===== src/rtl/evt_irq_pkg.sv =====
// Package: shared sizes and register layout for the event interrupt controller.
// Assumes the event count is a multiple of the register word width.
package evt_irq_pkg;
    parameter int EVT_N  = 32;   // number of event flags
    parameter int WORD_W = 16;   // register word width
    parameter int OUT_N  = 2;    // number of interrupt outputs

    localparam int NWORDS    = EVT_N / WORD_W;
    localparam int MASK_BASE = NWORDS;
    localparam int CTRL_ADDR = MASK_BASE + OUT_N * NWORDS;
    localparam int STAT_ADDR = CTRL_ADDR + 1;
    localparam int ADDR_W    = $clog2(STAT_ADDR + 1);
endpackage


===== src/rtl/evt_flag_bank.sv =====
// Sticky event flags with write-one-to-clear per register word.
// Assumes events are single-cycle pulses; an event beats a same-cycle clear.
module evt_flag_bank #(
    parameter int EVT_N  = 32,
    parameter int WORD_W = 16
) (
    input  logic                       clk,
    input  logic                       rst_n,
    input  logic [EVT_N-1:0]           evt_i,
    input  logic [EVT_N/WORD_W-1:0]    clr_wr,
    input  logic [WORD_W-1:0]          wdata,
    output logic [EVT_N-1:0]           flag_q
);
    localparam int NWORDS = EVT_N / WORD_W;

    for (genvar w = 0; w < NWORDS; w++) begin : g_word
        logic [WORD_W-1:0] clr_bits;

        // Purpose: select the clearing bits for this word only when it is addressed.
        always_comb begin
            clr_bits = clr_wr[w] ? wdata : '0;
        end

        // Purpose: hold each flag until cleared; a new event overrides the clear.
        always_ff @(posedge clk) begin
            if (!rst_n) begin
                flag_q[w*WORD_W +: WORD_W] <= '0;
            end else begin
                flag_q[w*WORD_W +: WORD_W] <= (flag_q[w*WORD_W +: WORD_W] & ~clr_bits)
                                              | evt_i[w*WORD_W +: WORD_W];
            end
        end
    end
endmodule


===== src/rtl/irq_lane.sv =====
// One interrupt output: per-flag mask, global enable, polarity and the
// registered active state. Enable sits at control bit 2*LANE, polarity at 2*LANE+1.
// Assumes WORD_W >= 2*(LANE+1).
module irq_lane #(
    parameter int EVT_N  = 32,
    parameter int WORD_W = 16,
    parameter int LANE   = 0
) (
    input  logic                       clk,
    input  logic                       rst_n,
    input  logic [EVT_N-1:0]           flag_q,
    input  logic [EVT_N/WORD_W-1:0]    mask_wr,
    input  logic                       ctrl_wr,
    input  logic [WORD_W-1:0]          wdata,
    output logic [EVT_N-1:0]           mask_q,
    output logic                       en_q,
    output logic                       pol_q,
    output logic                       active_q,
    output logic                       pin_o
);
    localparam int NWORDS  = EVT_N / WORD_W;
    localparam int EN_BIT  = 2 * LANE;
    localparam int POL_BIT = 2 * LANE + 1;

    for (genvar w = 0; w < NWORDS; w++) begin : g_mask
        // Purpose: load one mask word when it is written.
        always_ff @(posedge clk) begin
            if (!rst_n) begin
                mask_q[w*WORD_W +: WORD_W] <= '0;
            end else if (mask_wr[w]) begin
                mask_q[w*WORD_W +: WORD_W] <= wdata;
            end
        end
    end

    // Purpose: hold the global enable and polarity bits of this lane.
    always_ff @(posedge clk) begin
        if (!rst_n) begin
            en_q  <= 1'b0;
            pol_q <= 1'b0;
        end else if (ctrl_wr) begin
            en_q  <= wdata[EN_BIT];
            pol_q <= wdata[POL_BIT];
        end
    end

    // Purpose: register the enabled OR of masked flags.
    always_ff @(posedge clk) begin
        if (!rst_n) begin
            active_q <= 1'b0;
        end else begin
            active_q <= en_q & (|(flag_q & mask_q));
        end
    end

    // Purpose: apply the output polarity after the register.
    always_comb begin
        pin_o = active_q ^ pol_q;
    end
endmodule


===== src/rtl/evt_irq_ctrl.sv =====
// Top: event flag bank shared by OUT_N interrupt lanes, with a synchronous
// register port (write strobe, combinational read). Synchronous active-low reset.
module evt_irq_ctrl
    import evt_irq_pkg::*;
#(
    parameter int EVT_N  = evt_irq_pkg::EVT_N,
    parameter int WORD_W = evt_irq_pkg::WORD_W,
    parameter int OUT_N  = evt_irq_pkg::OUT_N,
    parameter int ADDR_W = evt_irq_pkg::ADDR_W
) (
    input  logic               clk,
    input  logic               rst_n,
    input  logic [EVT_N-1:0]   evt_i,
    input  logic               reg_wr,
    input  logic [ADDR_W-1:0]  reg_addr,
    input  logic [WORD_W-1:0]  reg_wdata,
    output logic [WORD_W-1:0]  reg_rdata,
    output logic [OUT_N-1:0]   irq_o,
    output logic [OUT_N-1:0]   irq_active
);
    localparam int NW   = EVT_N / WORD_W;
    localparam int MB   = NW;
    localparam int CTRL = MB + OUT_N * NW;
    localparam int STAT = CTRL + 1;

    logic [EVT_N-1:0] flag_q;
    logic [NW-1:0]    clr_wr;
    logic [EVT_N-1:0] lane_mask [OUT_N];
    logic [OUT_N-1:0] lane_en;
    logic [OUT_N-1:0] lane_pol;
    logic             ctrl_wr;

    // Purpose: decode flag-word clearing writes.
    always_comb begin
        for (int w = 0; w < NW; w++) begin
            clr_wr[w] = reg_wr && (reg_addr == ADDR_W'(w));
        end
        ctrl_wr = reg_wr && (reg_addr == ADDR_W'(CTRL));
    end

    evt_flag_bank #(.EVT_N(EVT_N), .WORD_W(WORD_W)) u_flags (
        .clk    (clk),
        .rst_n  (rst_n),
        .evt_i  (evt_i),
        .clr_wr (clr_wr),
        .wdata  (reg_wdata),
        .flag_q (flag_q)
    );

    for (genvar k = 0; k < OUT_N; k++) begin : g_lane
        logic [NW-1:0] mask_wr;

        // Purpose: decode the mask-word writes of this lane.
        always_comb begin
            for (int w = 0; w < NW; w++) begin
                mask_wr[w] = reg_wr && (reg_addr == ADDR_W'(MB + k*NW + w));
            end
        end

        irq_lane #(.EVT_N(EVT_N), .WORD_W(WORD_W), .LANE(k)) u_lane (
            .clk      (clk),
            .rst_n    (rst_n),
            .flag_q   (flag_q),
            .mask_wr  (mask_wr),
            .ctrl_wr  (ctrl_wr),
            .wdata    (reg_wdata),
            .mask_q   (lane_mask[k]),
            .en_q     (lane_en[k]),
            .pol_q    (lane_pol[k]),
            .active_q (irq_active[k]),
            .pin_o    (irq_o[k])
        );
    end

    // Purpose: combinational read multiplexer over flags, masks, control and status.
    always_comb begin
        reg_rdata = '0;
        for (int w = 0; w < NW; w++) begin
            if (reg_addr == ADDR_W'(w)) begin
                reg_rdata = flag_q[w*WORD_W +: WORD_W];
            end
        end
        for (int k = 0; k < OUT_N; k++) begin
            for (int w = 0; w < NW; w++) begin
                if (reg_addr == ADDR_W'(MB + k*NW + w)) begin
                    reg_rdata = lane_mask[k][w*WORD_W +: WORD_W];
                end
            end
        end
        if (reg_addr == ADDR_W'(CTRL)) begin
            for (int k = 0; k < OUT_N; k++) begin
                reg_rdata[2*k]   = lane_en[k];
                reg_rdata[2*k+1] = lane_pol[k];
            end
        end
        if (reg_addr == ADDR_W'(STAT)) begin
            reg_rdata[OUT_N-1:0] = irq_active;
        end
    end
endmodule


===== config.mk =====
export PLATFORM = sky130hd
export DESIGN_NAME = evt_irq_ctrl
export DESIGN_NICKNAME = d
export VERILOG_FILES = /design/src/rtl/evt_irq_pkg.sv /design/src/rtl/evt_flag_bank.sv /design/src/rtl/irq_lane.sv /design/src/rtl/evt_irq_ctrl.sv
export SDC_FILE = /design/constraint.sdc
export NUM_CORES = 1
export LEC_CHECK = 0
export ABC_AREA = 1
export BUFFER_PORTS_ARGS = -buffer_cell sky130_fd_sc_hd__buf_4
export CORE_MARGIN = 3
export CORE_UTILIZATION = 40
export DETAILED_ROUTE_END_ITERATION = 10
export SLEW_MARGIN = 20
export SYNTH_ARGS = -nofsm -noshare
export SYNTH_HDL_FRONTEND = slang
export SYNTH_SLANG_ARGS = --single-unit

===== constraint.sdc =====
create_clock -name clk -period 1.9 [get_ports clk]
set_clock_uncertainty 0.15 [all_clocks]
set_input_delay 0.38 -clock clk [delete_from_list [all_inputs] [get_ports clk]]
set_output_delay 0.38 -clock clk [all_outputs]
set_load 0.02 [all_outputs]

==> out/summary.md <==
## Setup path
- path type of the worst setup path: input port to primary output
- Worst setup SP type: input port
- R2R depth: 6
- kind of end point of the critical path: primary output
- Critical Path AT: 1.47 ns
- worst setup slack for register-to-register paths: 0.61 ns
- Critical R2R Capture: g_lane[1].u_lane.active_q$_SDFF_PN0_
- critical path data required time: 1.37 ns
- worst reg2reg path startpoint: u_flags.flag_q[11]$_SDFF_PN0_
- CP Max Fanout: 8

## Routing
- final wirelength: 16400 um
- number of vias after detailed routing: 5267
- number of antenna-violating nets in the routed design: 0
- Avg WL per Cell: 16.8 um
- Iter 0 DRT Violations: 386
- residual DRC count: 0
- iteration count of the initial detailed-routing pass: 5
- vias per inst: 5.41

## Global route
- leftover overflow at the end of global routing: 0
- number of antenna violations at the first check in global routing: 0
- wire length of the first global-routing pass: 26100 um
- pin count of the biggest net entering global routing: 50
- via count of the first global-routing pass: 5089
- combined global-route utilization of all metal layers: 25.1%

## Pwr
- Pint: 3.44 mW
- Psw: 1.26 mW
- Peak VDD IR: 0.652 mV
- switching share of power: 26.7%
- Sequential Power Share: 49.0%
- total design power: 4.70 mW
- static power due to leakage: 2.80 nW
- clock network fraction of design power: 36.6%
- Power Density: 735 mW/mm2
- portion of total power attributed to combinational logic: 14.4%

## Final layout
- total inserted antenna cells: 0
- layout cells sized above 1: 20.8%
- most common cell after layout, fill and taps aside: sky130_fd_sc_hd__nand2_1
- most frequent cells in the layout: sky130_fd_sc_hd__nand2_1, sky130_fd_sc_hd__a21oi_1, sky130_fd_sc_hd__buf_4
- final net count: 880
- area delta synth->final: 30.8%

## Worst hold path
- HP Class: input port to flop
- Min-Delay Path Depth: 3
- sink of the worst hold path: u_flags.flag_q[10]$_SDFF_PN0_
- start point of the worst hold path: evt_i[10]

## STA
- number of failing setup endpoints in the final timing report: 9
- normalized max-slew margin: 63.0%
- Final Max Tran Viols: 0
- shortest clock period the worst path allows after layout: 2.00 ns
- setup ws final: -0.103 ns
- share of the clock period used by the worst path after layout: 105%
- RSZ-0062 raised after global routing: true
- Max Clock Freq: 0.499 GHz
- final hold violation count: 0
- Least-Margin Pin Slew: 0.555 ns
- Setup TNS Final: -0.696 ns

## Floorplan
- count of boundary I/O pins: 74
- starting density of the core: 42.0%
- die footprint: 0.0136 mm2
- Floorplan Core Area: 0.0117 mm2
- width of the die: 117 um
- FP Rows: 39
- Die Y-Extent: 117 um

## Yosys
- netlist area before placement: 0.00489 mm2
- sequential share of the synthesized area: 41.7%
- Synth cell types: 24
- Post-Synthesis Cells: 731
- number of warnings issued by yosys: 0
- FF+latch count, synth: 102
- net count after synthesis: 785
- Mapped Avg Cell Area: 6.69 um2

## Placed design
- detailed-placement wirelength estimate: 11100 um
- Routability Congestion: 0.948
- number of input and output port buffers inserted: 73

## Clock tree
- later-pin clock latency in the skew report: 0.36 ns
- CTS tree: done
- H-tree levels: 3
- total clock buffers created by CTS: 9
- CTS max path bufs: 2
- hold bufs inserted after CTS: 0
- clock transition at the registers of the reported paths: 0.07 ns
- Sinks on Clock Net: 102
- clock root cell: sky130_fd_sc_hd__clkbuf_16

## Outcome
- result of the run: complete, but fails checks
- violations in the final reports: negative setup slack

## Job
- Max-cap violations: 0

-- per-layer routing --
layer,GRT usage (%),vias up,wire (um)
met1,32.2,2450,6990
met3,6.32,34,1300
li1,-,2580,-
met2,41.2,203,7670
met5,0,-,0
met4,8.72,0,411
-- power by group through the flow --
stage | registers [mW] | clock network (mW) | logic [mW]
6_report | 2.31 | 1.72 | 0.676
5_1_grt | 2.32 | 1.84 | 0.738
4_1_cts | 2.30 | 1.76 | 0.656
3_5_place_dp | 2.35 | 0 | 0.609
3_3_place_gp | 2.35 | 0 | 0.598
2_1_floorplan | 2.32 | 0 | 0.319
-- state kept, by name, summed over array words and instances, names as in the netlist --
name,count
g_lane.u_lane.mask_q,64
g_lane.u_lane.active_q,2
g_lane.u_lane.pol_q,2
g_lane.u_lane.en_q,2
u_flags.flag_q,32
-- worst max-delay path, stage by stage --
cell and delay [ns]:
sky130_fd_sc_hd__buf_12 0.12, sky130_fd_sc_hd__buf_12 0.13, sky130_fd_sc_hd__nor3_4 0.23, sky130_fd_sc_hd__buf_6 0.14, sky130_fd_sc_hd__buf_12 0.14, sky130_fd_sc_hd__nand2_4 0.04, sky130_fd_sc_hd__nand4_1 0.12, sky130_fd_sc_hd__buf_4 0.16
-- cells in the mapped netlist --
library cell	count	area, um2
sky130_fd_sc_hd__dfxtp_1	102	2040
sky130_fd_sc_hd__nor2_1	37	139
sky130_fd_sc_hd__o21ai_0	70	350
sky130_fd_sc_hd__o22ai_1	3	18.8
sky130_fd_sc_hd__nor3_2	2	20.0
sky130_fd_sc_hd__nor2_4	1	11.3
sky130_fd_sc_hd__inv_1	77	289
sky130_fd_sc_hd__buf_2	13	65.1
sky130_fd_sc_hd__clkbuf_1	19	71.3
sky130_fd_sc_hd__buf_4	4	30.0
sky130_fd_sc_hd__nand4_1	23	144
sky130_fd_sc_hd__nor2_8	1	20.0
sky130_fd_sc_hd__inv_4	2	12.5
sky130_fd_sc_hd__nand2_2	1	6.26
sky130_fd_sc_hd__xor2_1	2	17.5
sky130_fd_sc_hd__nand2_1	200	751
sky130_fd_sc_hd__nor3_1	1	5.00
sky130_fd_sc_hd__nand3_1	48	240
sky130_fd_sc_hd__a21oi_1	110	551
sky130_fd_sc_hd__nor3_4	2	32.5
sky130_fd_sc_hd__buf_6	3	33.8
sky130_fd_sc_hd__buf_1	1	3.75
sky130_fd_sc_hd__o21ai_1	5	25.0
sky130_fd_sc_hd__inv_2	4	15.0
-- per-stage QoR --
step                hold WS [ns]  util, %  area, um2  setup WS [ns]  instances
floorplan                  0.275        -       4900         0.0138        731
global placement           0.298     50.2       5850        -0.0883        950
detailed placement         0.307     50.2       5850         -0.107        950
CTS                        0.103     54.2       6320        -0.0329        972
global route               0.112     54.9       6400         -0.134        974
finish                     0.113     54.9       6400         -0.103        974
-- cell type report --
| class | count | area (um2) |
|---|---|---|
| multi-input combinational | 506 | 2400 |
| clock buffer | 13 | 250 |
| tap | 143 | 179 |
| timing repair buffer | 124 | 1160 |
| sequential | 102 | 2050 |
| inverter | 83 | 334 |
| fill | 1134 | 5260 |
| clock inverter | 3 | 20.0 |
-- logic make-up after synthesis --
family / synth area share [%]
XOR/XNOR: 0.358
AO/OA/AOI/OAI: 19.3
flip-flops: 41.7
AND/OR/NAND/NOR: 28.0
buffers and inverters: 10.6
-- worst max path at each step --
stage,from,to,slack (ns),cells past startpoint
6_report,reg_addr[1],reg_rdata[5],-0.10,8
4_1_cts,reg_addr[0],reg_rdata[12],-0.03,9
5_1_grt,reg_addr[1],reg_rdata[5],-0.13,8
3_3_place_gp,reg_addr[2],reg_rdata[5],-0.09,8
2_1_floorplan,reg_addr[0],reg_rdata[8],0.01,8
3_5_place_dp,reg_addr[2],reg_rdata[4],-0.11,8
-- repair_timing --
item / 4_1_cts / 5_1_grt
buffers inserted: 3 / 3
gates cloned: 3 / 0
endpoints found under the hold margin: 0 / 0
gates resized for setup: 30 / 27
pin swaps: 10 / 8
setup endpoints to repair: 16 / 16
Note: power is estimated with default switching activity, not from simulation.
